$ cat src/rtl/i2c_slv_pkg.sv
package i2c_slv_pkg;
  typedef enum logic [3:0] {
    S_IDLE, S_ADDR, S_ADDR_END, S_ACK_A, S_SUB, S_SUB_END, S_ACK_S,
    S_WR, S_WR_END, S_TX, S_TX_END, S_MACK, S_TX_LOAD
  } slv_state_e;

  typedef struct packed {
    logic start;
    logic stop;
    logic rise;
    logic fall;
    logic scl;
    logic sda;
  } bus_ev_t;
endpackage

$ cat src/rtl/i2c_line_filter.sv
module i2c_line_filter #(
  parameter int FILT_CYC = 13
) (
  input  logic clk,
  input  logic rst,
  input  logic filt_en,
  input  logic line_i,
  output logic line_o
);
  localparam int CW = $clog2(FILT_CYC + 1);

  logic [1:0]    sync_r;
  logic          sync_v;
  logic [CW-1:0] cnt;

  assign sync_v = sync_r[1];

  always_ff @(posedge clk) begin
    if (rst) begin
      sync_r <= 2'b11;
      cnt    <= '0;
      line_o <= 1'b1;
    end else begin
      sync_r <= {sync_r[0], line_i};
      if (!filt_en) begin
        line_o <= sync_v;
        cnt    <= '0;
      end else if (sync_v == line_o) begin
        cnt <= '0;
      end else if (cnt == CW'(FILT_CYC - 1)) begin
        line_o <= sync_v;
        cnt    <= '0;
      end else begin
        cnt <= cnt + 1'b1;
      end
    end
  end

  generate
    if (FILT_CYC >= 2) begin : g_filt_chk

      filt_stable_chk: assert property (@(posedge clk) disable iff (rst)
        (filt_en && $past(filt_en) && line_o != $past(line_o)) |->
          ($past(sync_v) == line_o && $past(sync_v, 2) == line_o));
    end
  endgenerate
endmodule

$ cat src/rtl/i2c_bus_events.sv
module i2c_bus_events
  import i2c_slv_pkg::*;
(
  input  logic    clk,
  input  logic    rst,
  input  logic    scl_f,
  input  logic    sda_f,
  output bus_ev_t ev
);
  logic scl_q, sda_q;

  always_ff @(posedge clk) begin
    if (rst) begin
      scl_q <= 1'b1;
      sda_q <= 1'b1;
    end else begin
      scl_q <= scl_f;
      sda_q <= sda_f;
    end
  end

  always_comb begin
    ev.scl   = scl_f;
    ev.sda   = sda_f;
    ev.rise  = scl_f & ~scl_q;
    ev.fall  = ~scl_f & scl_q;
    ev.start = scl_f & scl_q & sda_q & ~sda_f;
    ev.stop  = scl_f & scl_q & ~sda_q & sda_f;
  end
endmodule

$ cat src/rtl/i2c_slave_ctrl.sv
module i2c_slave_ctrl
  import i2c_slv_pkg::*;
#(
  parameter logic [6:0] SLV_ADDR  = 7'h56,
  parameter int         STRAP_POS = 1,
  parameter int         REG_AW    = 4,
  parameter int         DW        = 8
) (
  input  logic              clk,
  input  logic              rst,
  input  logic              strap,
  input  bus_ev_t           ev,
  input  logic [DW-1:0]     rd_data,
  output logic              sda_oe,
  output logic              wr_en,
  output logic [REG_AW-1:0] wr_addr,
  output logic [DW-1:0]     wr_data,
  output logic [REG_AW-1:0] ptr
);
  localparam int          CW   = $clog2(DW);
  localparam logic [CW-1:0] LAST = CW'(DW - 1);

  slv_state_e    state;
  logic [CW-1:0] cnt;
  logic [DW-1:0] sh, tx;
  logic          rw;
  logic [6:0]    addr_eff;

  always_comb begin
    addr_eff            = SLV_ADDR;
    addr_eff[STRAP_POS] = strap;
  end

  always_ff @(posedge clk) begin
    if (rst) begin
      state   <= S_IDLE;
      cnt     <= '0;
      sh      <= '0;
      tx      <= '0;
      rw      <= 1'b0;
      ptr     <= '0;
      sda_oe  <= 1'b0;
      wr_en   <= 1'b0;
      wr_addr <= '0;
      wr_data <= '0;
    end else begin
      wr_en <= 1'b0;
      if (ev.stop) begin
        state  <= S_IDLE;
        sda_oe <= 1'b0;
      end else if (ev.start) begin
        state  <= S_ADDR;
        cnt    <= '0;
        sda_oe <= 1'b0;
      end else begin
        case (state)
          S_ADDR, S_SUB, S_WR: if (ev.rise) begin
            sh  <= {sh[DW-2:0], ev.sda};
            cnt <= cnt + 1'b1;
            if (cnt == LAST) begin
              if (state == S_ADDR)     state <= S_ADDR_END;
              else if (state == S_SUB) state <= S_SUB_END;
              else                     state <= S_WR_END;
            end
          end
          S_ADDR_END: if (ev.fall) begin
            if (sh[DW-1:1] == addr_eff) begin
              rw     <= sh[0];
              sda_oe <= 1'b1;
              state  <= S_ACK_A;
            end else begin
              state <= S_IDLE;
            end
          end
          S_ACK_A: if (ev.fall) begin
            cnt <= '0;
            if (rw) begin
              tx     <= rd_data;
              sda_oe <= ~rd_data[DW-1];
              state  <= S_TX;
            end else begin
              sda_oe <= 1'b0;
              state  <= S_SUB;
            end
          end
          S_SUB_END: if (ev.fall) begin
            ptr    <= sh[REG_AW-1:0];
            sda_oe <= 1'b1;
            state  <= S_ACK_S;
          end
          S_ACK_S: if (ev.fall) begin
            sda_oe <= 1'b0;
            cnt    <= '0;
            state  <= S_WR;
          end
          S_WR_END: if (ev.fall) begin
            wr_en   <= 1'b1;
            wr_addr <= ptr;
            wr_data <= sh;
            ptr     <= ptr + 1'b1;
            sda_oe  <= 1'b1;
            state   <= S_ACK_S;
          end
          S_TX: begin
            if (ev.rise) begin
              cnt <= cnt + 1'b1;
              if (cnt == LAST) begin
                state <= S_TX_END;
                ptr   <= ptr + 1'b1;
              end
            end else if (ev.fall) begin
              tx     <= {tx[DW-2:0], 1'b0};
              sda_oe <= ~tx[DW-2];
            end
          end
          S_TX_END: if (ev.fall) begin
            sda_oe <= 1'b0;
            state  <= S_MACK;
          end
          S_MACK: if (ev.rise) begin
            state <= ev.sda ? S_IDLE : S_TX_LOAD;
          end
          S_TX_LOAD: if (ev.fall) begin
            tx     <= rd_data;
            sda_oe <= ~rd_data[DW-1];
            cnt    <= '0;
            state  <= S_TX;
          end
          default: ;
        endcase
      end
    end
  end


  wr_pulse_chk: assert property (@(posedge clk) disable iff (rst)
    wr_en |=> !wr_en);


  idle_quiet_chk: assert property (@(posedge clk) disable iff (rst)
    (state == S_IDLE) |-> !sda_oe);


  drive_low_scl_chk: assert property (@(posedge clk) disable iff (rst)
    $rose(sda_oe) |-> !ev.scl);


  ack_after_addr_chk: assert property (@(posedge clk) disable iff (rst)
    (state == S_ACK_A) |-> sda_oe);
endmodule

$ cat src/rtl/i2c_reg_slave.sv
module i2c_reg_slave
  import i2c_slv_pkg::*;
#(
  parameter logic [6:0] SLV_ADDR  = 7'h56,
  parameter int         STRAP_POS = 1,
  parameter int         REG_AW    = 4,
  parameter int         FILT_CYC  = 13
) (
  input  logic              clk,
  input  logic              rst,
  input  logic              strap_i,
  input  logic              scl_i,
  input  logic              sda_i,
  output logic              sda_oe_o,
  output logic              wr_en_o,
  output logic [REG_AW-1:0] wr_addr_o,
  output logic [7:0]        wr_data_o,
  output logic [REG_AW-1:0] rd_addr_o,
  input  logic [7:0]        rd_data_i
);
  localparam int NLINES = 2;

  logic [1:0]        strap_s;
  logic [NLINES-1:0] raw, filt;
  bus_ev_t           ev;

  always_ff @(posedge clk) begin
    if (rst) strap_s <= 2'b00;
    else     strap_s <= {strap_s[0], strap_i};
  end

  assign raw = {sda_i, scl_i};

  generate
    for (genvar i = 0; i < NLINES; i++) begin : g_line
      i2c_line_filter #(.FILT_CYC(FILT_CYC)) u_filt (
        .clk(clk), .rst(rst), .filt_en(strap_s[1]),
        .line_i(raw[i]), .line_o(filt[i]));
    end
  endgenerate

  i2c_bus_events u_ev (
    .clk(clk), .rst(rst), .scl_f(filt[0]), .sda_f(filt[1]), .ev(ev));

  i2c_slave_ctrl #(
    .SLV_ADDR(SLV_ADDR), .STRAP_POS(STRAP_POS), .REG_AW(REG_AW), .DW(8)
  ) u_ctrl (
    .clk(clk), .rst(rst), .strap(strap_s[1]), .ev(ev), .rd_data(rd_data_i),
    .sda_oe(sda_oe_o), .wr_en(wr_en_o), .wr_addr(wr_addr_o),
    .wr_data(wr_data_o), .ptr(rd_addr_o));
endmodule

$ cat config.mk
export PLATFORM = sky130hd
export DESIGN_NAME = i2c_reg_slave
export DESIGN_NICKNAME = d
export VERILOG_FILES = /design/src/rtl/i2c_slv_pkg.sv /design/src/rtl/i2c_line_filter.sv /design/src/rtl/i2c_bus_events.sv /design/src/rtl/i2c_slave_ctrl.sv /design/src/rtl/i2c_reg_slave.sv
export SDC_FILE = /design/constraint.sdc
export NUM_CORES = 1
export LEC_CHECK = 0
export BUFFER_PORTS_ARGS = -buffer_cell sky130_fd_sc_hd__buf_2
export CAP_MARGIN = 25
export CORE_UTILIZATION = 45
export CTS_CLUSTER_DIAMETER = 50
export DETAILED_ROUTE_END_ITERATION = 6
export PLACE_DENSITY = 0.71
export SYNTH_ARGS = -nofsm -noshare
export SYNTH_HDL_FRONTEND = slang
export SYNTH_SLANG_ARGS = --single-unit
$ cat constraint.sdc
create_clock -name clk -period 1.8 [get_ports clk]
set_input_delay 0.18 -clock clk [delete_from_list [all_inputs] [get_ports clk]]
set_output_delay 0.18 -clock clk [all_outputs]
set_load 0.1 [all_outputs]
==> results_dict.tcl <==
set metrics [dict create \
    dp_slack_ps -28.2 \
    final_cell_area_um2 3740 \
    synth.distinct_cells 62 \
    muxShareOfSynthArea 0.126 \
    cellLeakagePower_nw 1.61 \
    hold_viol 0 \
    clk_pin_slew_worst_paths_ps 70 \
    maxCapViolCount 0 \
    core_region_area_um2 6460 \
    port_buffers 30 \
    wire_per_inst_um 14.8 \
    period_share 0.985 \
    startpoint_type "register" \
    top_usage_layer "met2" \
    grt_max_degree 28 \
    path_buf_inv 2 \
    fin_setup_tns_ps 0 \
    tightest_slew_ps 494 \
    synthXorXnorAreaFrac 0.0283 \
    syn_to_final_growth_pct 22.5 \
    use_met2 0.323 \
    clock_skew_ps 9.34 \
    fin_nets 403 \
    dp_hpwl_mm 4.85 \
    slowest_delay_ps 440 \
    seq_area_frac_synth 0.387 \
    grtUsageMet1 0.276 \
    syn_area_per_cell_um2 9.06 \
    layout_setup_ws_ps 26.2 \
    ys_ff_latch 59 \
    min-delay-start "scl_i" \
    grt_overflow 0 \
    die_h_um 84.4 \
    synthFlopType "dfxtp_1" \
    cp_max_fo 10 \
    hold_depth 2 \
    path_delay_family "compound AO/OA/AOI/OAI gates" \
    synth-edff-count 0 \
    finalSetupViolations 0 \
    firstDrtPassIters 5 \
    drcViolationCount 0 \
    finalMaxSlewViolations 0 \
    synth_fa_ha_area_frac 0.0287 \
    end_kind "register" \
    path_common_cell "buf_4" \
    reg2reg_depth 6 \
    slew_headroom 0.669 \
    drtIter0Drc 169 \
    dpl.cell_count 447 \
    cts_buffers 9 \
    postCtsHoldBufs 0 \
    io_pins 31 \
    layout_common_cells "51 x dfxtp_1, 43 x nor2_1, 35 x mux2i_1" \
    place.gp.congestion 0.963 \
    fin_crit_ps 1770 \
    async_reset_ff_frac 0 \
    cp_data_required_time_ps 2070 \
    cts_tree "yes" \
    clock_path_buffers 2 \
    reg2reg_slack_ps 30 \
    synth_compound_area_frac 0.157 \
    use_met3 0.0659 \
    critPathArrivalTime_ps 2040 \
    gr-usage-all-layers 0.211 \
    final_antenna_net_count 0 \
    critical_path_depth 6 \
    netlist_area_um2 3050 \
    layout-drive-gt1-share 0.291 \
    cts_root_buf "clkbuf_8" \
    synth_top_family_by_area "simple AND/OR/NAND/NOR gates" \
    irDropWorstVdd_uv 607 \
    layout_commonest_cell "dfxtp_1" \
    cp_cell_sequence "buf_4 > buf_4 > nand2b_1 > o32a_1 > a21o_1 > a211oi_2" \
    htree_levels 3 \
    synthSimpleGateAreaFrac 0.216 \
    regToRegStartpoint "u_ctrl.state[2]$_SDFFE_PP0P_" \
    wl_mm 6.87 \
    cp-startpoint "u_ctrl.state[2]$_SDFFE_PP0P_" \
    die_x_um 84.4 \
    hold_class "input pin to register" \
    rsz0062_at_grt "yes" \
    diodes 0 \
    worstSetupPathType "register to register" \
    synth_warnings 0 \
    synthCells 337 \
    vias_per_cell 5.49 \
    hold_slack_ps 20.2 \
    synth_fp_nets 357 \
    grt_pass1_vias 2507 \
    stdcell_count 465 \
    placed_area_um2 3380 \
    placementRows 29 \
    initial_core_util 0.472 \
    clock-sinks 59 \
    status "finished clean" \
    cellPowerDensity_nw_per_um2 795 \
    vias 2551 \
    antenna_found_initial 0 \
    worstSkewPairLatency_ps 350 \
    grt_first_pass_wirelength_mm 11.8 \
    crit_path_top_delay_cell "dfxtp_1" \
    fmax_ghz 0.564 \
    dieArea_um2 7110 \
]
-- state kept, by name, indices dropped and copies added (netlist names) --
name and count:
u_ctrl.rw 1, u_ctrl.ptr 4, u_ctrl.wr_data 8, u_ctrl.tx 7, u_ctrl.wr_en 1, u_ctrl.state 4, u_ctrl.sh 8, g_line.u_filt.sync_r 4
u_ev.scl_q 1, g_line.u_filt.cnt 8, u_ctrl.wr_addr 4, u_ctrl.sda_oe 1, strap_s 2, u_ctrl.cnt 3, u_ev.sda_q 1, g_line.u_filt.line_o 2
-- logic make-up (layout without fill, tap and decap cells) --
group,count (synthesis),after routing
AOI/OAI and AO/OA,66,66
xor gates and xnor gates,9,9
adders and majority gates,7,7
buffers and inverters,34,85
DFF,59,59
muxes,38,38
and+or+nand+nor,124,124
-- power by group --
part           switching [mW]  internal [mW]  leakage, nW
Clock                   0.554          0.959        0.123
Sequential             0.0165           1.32        0.480
Combinational          0.0678         0.0585         1.00
-- per-stage QoR --
step | utilization | power [mW]
CTS | 0.565 | 3.00
finish | 0.579 | 2.97
floorplan | - | 1.44
detailed placement | 0.523 | 1.48
global placement | 0.523 | 1.48
global route | 0.579 | 3.07
-- synthesized netlist by cell type (4+ instances only) --
cell type / instances / area share
buf_2: 7 / 0.011
xnor2_1: 5 / 0.014
nor2_1: 44 / 0.054
buf_4: 6 / 0.015
ha_1: 7 / 0.029
clkbuf_1: 9 / 0.011
dfxtp_1: 59 / 0.39
nand3b_1: 5 / 0.012
a21o_1: 4 / 0.0098
inv_1: 10 / 0.012
a211oi_1: 8 / 0.020
o21ai_0: 15 / 0.025
nand3_1: 12 / 0.020
or2_2: 8 / 0.016
nand2_1: 20 / 0.025
nand2b_1: 5 / 0.010
nor2b_1: 6 / 0.012
a21oi_1: 11 / 0.018
mux2i_1: 35 / 0.11
-- final timing paths --
path / to
max reg2reg: u_ctrl.state[0]$_SDFFE_PP0P_
max: u_ctrl.state[0]$_SDFFE_PP0P_
min: g_line[0].u_filt.sync_r[0]$_SDFF_PP1_
min reg2reg: g_line[0].u_filt.sync_r[1]$_SDFF_PP1_
-- metal layers --
metal,wire length [um],vias up
li1,-,1283
met5,0,-
met4,121,0
met1,3170,1196
met2,3200,57
met3,372,15
-- final cells by class --
cell class / count / area, um^2
fill: 600 / 2720
inverter: 10 / 37.5
tap: 77 / 96.3
clock buffer: 10 / 138
sequential: 59 / 1190
clock inverter: 6 / 111
multi-input combinational: 244 / 1760
timing repair buffer: 59 / 400
-- repair_timing --
item	CTS	global route
cloned	0	0
endpoints found under the hold margin	0	0
gates resized for setup	3	18
pin swaps	2	5
buffers inserted	1	1
setup endpoints to repair	12	17
No activity file was read; power rests on OpenSTA's default activity.
